### config.mk
export PLATFORM = sky130hd
export DESIGN_NAME = hprt_ctrl
export DESIGN_NICKNAME = d
export VERILOG_FILES = /design/src/rtl/hprt_pkg.sv /design/src/rtl/hprt_conn_mon.sv /design/src/rtl/hprt_rst_timer.sv /design/src/rtl/hprt_ctrl.sv
export SDC_FILE = /design/constraint.sdc
export NUM_CORES = 1
export LEC_CHECK = 0
export BUFFER_PORTS_ARGS = -buffer_cell sky130_fd_sc_hd__buf_2
export CAP_MARGIN = 40
export CORE_UTILIZATION = 35
export CTS_BUF_LIST = sky130_fd_sc_hd__clkbuf_8
export CTS_CLUSTER_DIAMETER = 150
export DETAILED_ROUTE_END_ITERATION = 8
export GPL_TIMING_DRIVEN = 0
export HOLD_SLACK_MARGIN = 0.06
export PLACE_DENSITY = 0.68
export SYNTH_ARGS = -nofsm -noshare
export SYNTH_HDL_FRONTEND = slang
export SYNTH_SLANG_ARGS = --single-unit
### constraint.sdc
create_clock -name clk -period 2.4 [get_ports clk]
set_clock_uncertainty 0.05 [all_clocks]
set_input_delay 0.24 -clock clk [delete_from_list [all_inputs] [get_ports clk]]
set_output_delay 0.24 -clock clk [all_outputs]
set_load 0.01 [all_outputs]
### src/rtl/hprt_pkg.sv
package hprt_pkg;

    localparam int DATA_W = 32;

    // Port register bit positions
    localparam int B_CONN   = 0;
    localparam int B_CCHG   = 1;
    localparam int B_EN     = 2;
    localparam int B_ECHG   = 3;
    localparam int B_RST    = 4;
    localparam int B_OWNER  = 5;
    localparam int B_SPD_LO = 6;
    localparam int B_HS     = 8;
    localparam int B_MODE_LO = 10;

    // Control register bit positions
    localparam int B_IRQ_EN = 0;

    typedef enum logic [1:0] {
        SPD_FULL = 2'b00,
        SPD_LOW  = 2'b01,
        SPD_HIGH = 2'b10,
        SPD_RSVD = 2'b11
    } speed_e;

    typedef struct packed {
        logic       conn;
        logic       conn_chg;
        logic       en;
        logic       en_chg;
        logic       rst;
        speed_e     spd;
        logic       hs;
        logic [1:0] mode;
    } port_stat_t;

    function automatic logic [DATA_W-1:0] pack_port(input port_stat_t s);
        logic [DATA_W-1:0] w;
        w = '0;
        w[B_CONN]  = s.conn;
        w[B_CCHG]  = s.conn_chg;
        w[B_EN]    = s.en;
        w[B_ECHG]  = s.en_chg;
        w[B_RST]   = s.rst;
        w[B_OWNER] = 1'b0;
        w[B_SPD_LO +: 2] = s.spd;
        w[B_HS]    = s.hs;
        w[B_MODE_LO +: 2] = s.mode;
        return w;
    endfunction

endpackage

### src/rtl/hprt_conn_mon.sv
module hprt_conn_mon (
    input  logic clk,
    input  logic rst,
    input  logic phy_conn,
    output logic conn_q,
    output logic attach,
    output logic detach
);
    always_ff @(posedge clk) begin
        if (rst) conn_q <= 1'b0;
        else     conn_q <= phy_conn;
    end

    assign attach = phy_conn & ~conn_q;
    assign detach = ~phy_conn & conn_q;

    // a detach edge leaves the registered status low
    assert_detach_drops_R6: assert property (@(posedge clk) disable iff (rst)
        detach |=> !conn_q);
endmodule

### src/rtl/hprt_rst_timer.sv
module hprt_rst_timer #(
    parameter int RST_TICKS = 10000,
    localparam int CNT_W = $clog2(RST_TICKS + 1)
) (
    input  logic clk,
    input  logic rst,
    input  logic start,
    input  logic abort,
    input  logic tick,
    output logic active,
    output logic done
);
    localparam logic [CNT_W-1:0] LAST = CNT_W'(RST_TICKS - 1);

    logic [CNT_W-1:0] cnt;
    logic             last_tick;

    assign last_tick = active & tick & (cnt == LAST);
    assign done      = last_tick & ~abort;

    always_ff @(posedge clk) begin
        if (rst) begin
            active <= 1'b0;
            cnt    <= '0;
        end else if (abort) begin
            active <= 1'b0;
            cnt    <= '0;
        end else if (active) begin
            if (tick) begin
                if (cnt == LAST) begin
                    active <= 1'b0;
                    cnt    <= '0;
                end else begin
                    cnt <= cnt + 1'b1;
                end
            end
        end else if (start) begin
            active <= 1'b1;
            cnt    <= '0;
        end
    end

    // the count never passes the terminal value
    assert_cnt_bound_R4: assert property (@(posedge clk) disable iff (rst)
        cnt <= LAST);
    // a running reset only ends by completion or abort
    assert_hold_active_R5: assert property (@(posedge clk) disable iff (rst)
        (active && !last_tick && !abort) |=> active);
    // abort always stops the timer
    assert_abort_stops_R6: assert property (@(posedge clk) disable iff (rst)
        abort |=> !active);
endmodule

### src/rtl/hprt_ctrl.sv
module hprt_ctrl
    import hprt_pkg::*;
#(
    parameter int RST_TICKS = 10000,
    parameter int ADDR_W    = 2
) (
    input  logic              clk,
    input  logic              rst,
    input  logic              bus_sel,
    input  logic              bus_we,
    input  logic [ADDR_W-1:0] bus_addr,
    input  logic [31:0]       bus_wdata,
    output logic [31:0]       bus_rdata,
    input  logic              tick,
    input  logic              phy_conn,
    input  logic [1:0]        phy_speed,
    output logic [1:0]        phy_mode,
    output logic              port_rst_drv,
    output logic              irq
);
    localparam logic [ADDR_W-1:0] A_PORT = ADDR_W'(0);
    localparam logic [ADDR_W-1:0] A_CTRL = ADDR_W'(1);

    logic       conn_q, attach, detach;
    logic       t_active, t_done, t_start;
    logic       wr_port, wr_ctrl;
    logic       cchg_q, en_q, echg_q, hs_q, irq_en_q;
    speed_e     spd_q;
    logic [1:0] mode_q;
    port_stat_t stat;

    hprt_conn_mon u_mon (
        .clk      (clk),
        .rst      (rst),
        .phy_conn (phy_conn),
        .conn_q   (conn_q),
        .attach   (attach),
        .detach   (detach)
    );

    assign wr_port = bus_sel & bus_we & (bus_addr == A_PORT);
    assign wr_ctrl = bus_sel & bus_we & (bus_addr == A_CTRL);
    assign t_start = wr_port & bus_wdata[B_RST] & conn_q & ~detach & ~t_active;

    hprt_rst_timer #(.RST_TICKS(RST_TICKS)) u_tmr (
        .clk    (clk),
        .rst    (rst),
        .start  (t_start),
        .abort  (detach),
        .tick   (tick),
        .active (t_active),
        .done   (t_done)
    );

    always_ff @(posedge clk) begin
        if (rst) begin
            cchg_q   <= 1'b0;
            en_q     <= 1'b0;
            echg_q   <= 1'b0;
            spd_q    <= SPD_FULL;
            hs_q     <= 1'b0;
            mode_q   <= '0;
            irq_en_q <= 1'b0;
        end else begin
            if (attach || detach)
                cchg_q <= 1'b1;
            else if (wr_port && bus_wdata[B_CCHG])
                cchg_q <= 1'b0;

            if (t_done)
                echg_q <= 1'b1;
            else if (wr_port && bus_wdata[B_ECHG])
                echg_q <= 1'b0;

            if (detach)
                en_q <= 1'b0;
            else if (t_done)
                en_q <= 1'b1;
            else if (t_start)
                en_q <= 1'b0;

            if (detach) begin
                spd_q <= SPD_FULL;
                hs_q  <= 1'b0;
            end else if (t_done) begin
                spd_q <= speed_e'(phy_speed);
                hs_q  <= (phy_speed == SPD_HIGH);
            end

            if (wr_port) mode_q   <= bus_wdata[B_MODE_LO +: 2];
            if (wr_ctrl) irq_en_q <= bus_wdata[B_IRQ_EN];
        end
    end

    always_comb begin
        stat.conn     = conn_q;
        stat.conn_chg = cchg_q;
        stat.en       = en_q;
        stat.en_chg   = echg_q;
        stat.rst      = t_active;
        stat.spd      = spd_q;
        stat.hs       = hs_q;
        stat.mode     = mode_q;
    end

    always_comb begin
        bus_rdata = '0;
        if (bus_addr == A_PORT)      bus_rdata = pack_port(stat);
        else if (bus_addr == A_CTRL) bus_rdata[B_IRQ_EN] = irq_en_q;
    end

    assign phy_mode     = mode_q;
    assign port_rst_drv = t_active;
    assign irq          = irq_en_q & (cchg_q | echg_q);

    // the high-speed flag agrees with the speed field
    assert_hs_agree_R7: assert property (@(posedge clk) disable iff (rst)
        hs_q == (spd_q == SPD_HIGH));
    // completion enables the port and flags the change
    assert_done_enables_R4: assert property (@(posedge clk) disable iff (rst)
        t_done |=> (en_q && echg_q && !port_rst_drv));
    // detach clears enable and flags a connect change
    assert_detach_clears_R6: assert property (@(posedge clk) disable iff (rst)
        detach |=> (!en_q && cchg_q && !port_rst_drv));
    // the port is never enabled while reset is driven
    assert_no_en_in_reset_R3: assert property (@(posedge clk) disable iff (rst)
        port_rst_drv |-> !en_q);
endmodule

==> impl_metrics.yaml <==
drt:
  dr_total_vias: 1416
  drt_iter0_drc: 72
  met2WireLength_mm: 1.49
  ant_nets: 0
  route.met3.wl_um: 158
  wl_met1_mm: 1.56
  drc_errors: 0
  wire_per_inst_um: 11.2
  viasPerCell: 4.93
  routed_wl_mm: 3.20
  first_pass_iters: 4
  top_layer: "met3"
pwr:
  p_leak_uw: 0.000769
  p_total_uw: 764
  ir_worst_vdd_mv: 0.221
  power.density_mw_per_mm2: 420
yosys:
  syn-mean-instance-area_um2: 8.10
  yosysUniqueCellTypes: 40
  synth_seq_area_share_pct: 33.6
  synth.most_common_cell: "dfxtp_1"
  synth_area_mm2: 0.00149
  async_flop_share_pct: 0
  synth-warning-count: 0
  synthTopCellsByCount: "25 x dfxtp_1, 22 x buf_4, 14 x a31oi_1, 13 x nand2_1, 13 x nor2_1"
  synth_area_leaders: "dfxtp_1 34%, buf_4 11%, a31oi_1 5.9%"
  synth-edff-count: 0
  yosys_most_used_dff: "dfxtp_1"
  yosys.area.top_type: "dfxtp_1"
  ys_ff_latch: 25
  netlist_instances: 184
  yosysTopAreaCellShare_pct: 33.6
timing:
  period_share_pct: 92.1
  rsz0062_at_grt: "no"
  fin_crit_ps: 2210
  drv_slew: 0
  hold_violations: 0
  relSlewSlack_pct: 50.6
  fmax_mhz: 453
  setup_ws_ps: 191
  worst_pin_slew_ps: 736
  setup_viol: 0
  finalSetupTns_ps: 0
floorplanning:
  fp-row-count: 23
  start_util_pct: 36.7
  die_y_um: 67.3
  die_w_um: 67.3
  io-pin-count: 78
  dieArea_mm2: 0.00452
  coreArea_mm2: 0.00406
placed_design:
  dpl-instance-area_mm2: 0.00177
  dp_cells: 283
  dp_slack_ps: 180
  port_buffers: 28
  place.gp.congestion: 0.747
  hpwl_mm: 2.46
worst_setup_path:
  cp-start-kind: "flop"
  worstSetupPathType: "flop to flop"
  crit_arrival_ps: 2360
  cp.required_ps: 2550
  cp-end-kind: "flop"
  cp_max_fo: 10
clock_tree:
  cts.sinks: 25
  clk_pin_slew_ps: 90
  cts_max_level: 1
  cts_hold_buf: 0
  cts_resized: 0
  clock_path_buffers: 2
  cts_tree: "yes"
  numCtsBuffers: 3
  cts_setup_buffers: 0
  worstSkewPairLatency_ps: 270
  cts-root-buf: "clkbuf_8"
global_routing:
  grt_pass1_wl_mm: 5.43
  grt-ovfl-total: 0
  grt_pass1_vias: 1229
  grt_use_total_pct: 15.4
  grt_max_degree: 16
  antenna_found_initial: 0
finish:
  antenna_cells: 0
  area_growth_pct: 22.2
  fin_nets: 283
  stdcell_count: 287
  stdcell_area_mm2: 0.00182
  drive_above_1_share_pct: 24.9
hold_path:
  hold_path_class: "input port to flop"
run:
  maxCapViolCount: 0
run_status:
  status: "finished clean"
[state kept, by name (all words and copies together), names as in the netlist]
register      cells
cchg_q            1
echg_q            1
en_q              1
hs_q              1
irq_en_q          1
phy_mode          2
spd_q             2
u_mon.conn_q      1
u_tmr.active      1
u_tmr.cnt        14
[cells in the final DEF, fill, tap and decap left out, drive strengths merged, types with 4 or more instances in the layout]
| cell type | netlist | routed |
|---|---|---|
| nand3 | 9 | 9 |
| and2 | 10 | 10 |
| or4 | 7 | 7 |
| a21oi | 8 | 8 |
| dfxtp | 25 | 25 |
| nand4 | 4 | 4 |
| a31oi | 14 | 14 |
| nand2 | 13 | 13 |
| nor2 | 13 | 13 |
| o21ai | 6 | 6 |
| mux2i | 5 | 5 |
| clkbuf | 3 | 6 |
| nand3b | 5 | 5 |
| buf | 26 | 54 |
| inv | 6 | 6 |
| conb | 1 | 22 |
[cell type report]
cell class | instances | area [um^2]
fillers | 427 | 2240
multi-input cells | 145 | 851
flip-flops and latches | 25 | 500
plain buffers | 29 | 195
repair buffers | 28 | 140
well taps | 50 | 62.6
clock buffers | 3 | 41.3
inverters | 6 | 22.5
clock inverters | 1 | 7.51
[metrics by stage]
step                hold WS, ps  utilization, %
finish                      153            44.9
global route                164            44.9
CTS                         154            44.9
detailed placement          416            43.7
global placement            410            43.7
floorplan                   330               -
[per-layer routing]
| metal | track usage, % | up-vias |
|---|---|---|
| met5 | 0 | - |
| met4 | 3.46 | 0 |
| met3 | 2.70 | 0 |
| met2 | 24.9 | 44 |
| met1 | 21.2 | 645 |
| li1 | - | 727 |
[cell families after synthesis]
group           after synthesis  share of synthesized area, %
simple gates                 79                          30.9
buf+inv                      35                          14.6
compound gates               34                          13.6
flops                        25                          33.6
mux                           5                          3.36
fa+ha+maj                     3                          2.52
xor+xnor                      2                          1.18
other cells                   1                         0.252
[path summary, 6_finish.rpt]
path	from	endpoint	slack (ps)	cells past startpoint
setup / recovery	u_mon.conn_q	u_tmr.cnt[2]	190	7
hold / removal	phy_conn	u_mon.conn_q	150	3
setup reg to reg	u_mon.conn_q	u_tmr.cnt[2]	190	7
hold reg to reg	spd_q[1]	spd_q[1]	430	2
[critical path, stage by stage (launching register included)]
cell	delay, ps
dfxtp_1	330
ha_1	210
or2_2	290
clkbuf_1	240
nor2_1	450
buf_2	300
nand3b_1	100
a31oi_1	170
[report_power, final]
| group | switching (uW) | total [uW] | internal, uW |
|---|---|---|---|
| sequential | 2.47 | 421 | 418 |
| clock | 135 | 253 | 118 |
| combinational | 47.0 | 90.5 | 43.6 |
| total | 185 | 764 | 579 |
No activity file was read; power rests on OpenSTA's default activity.
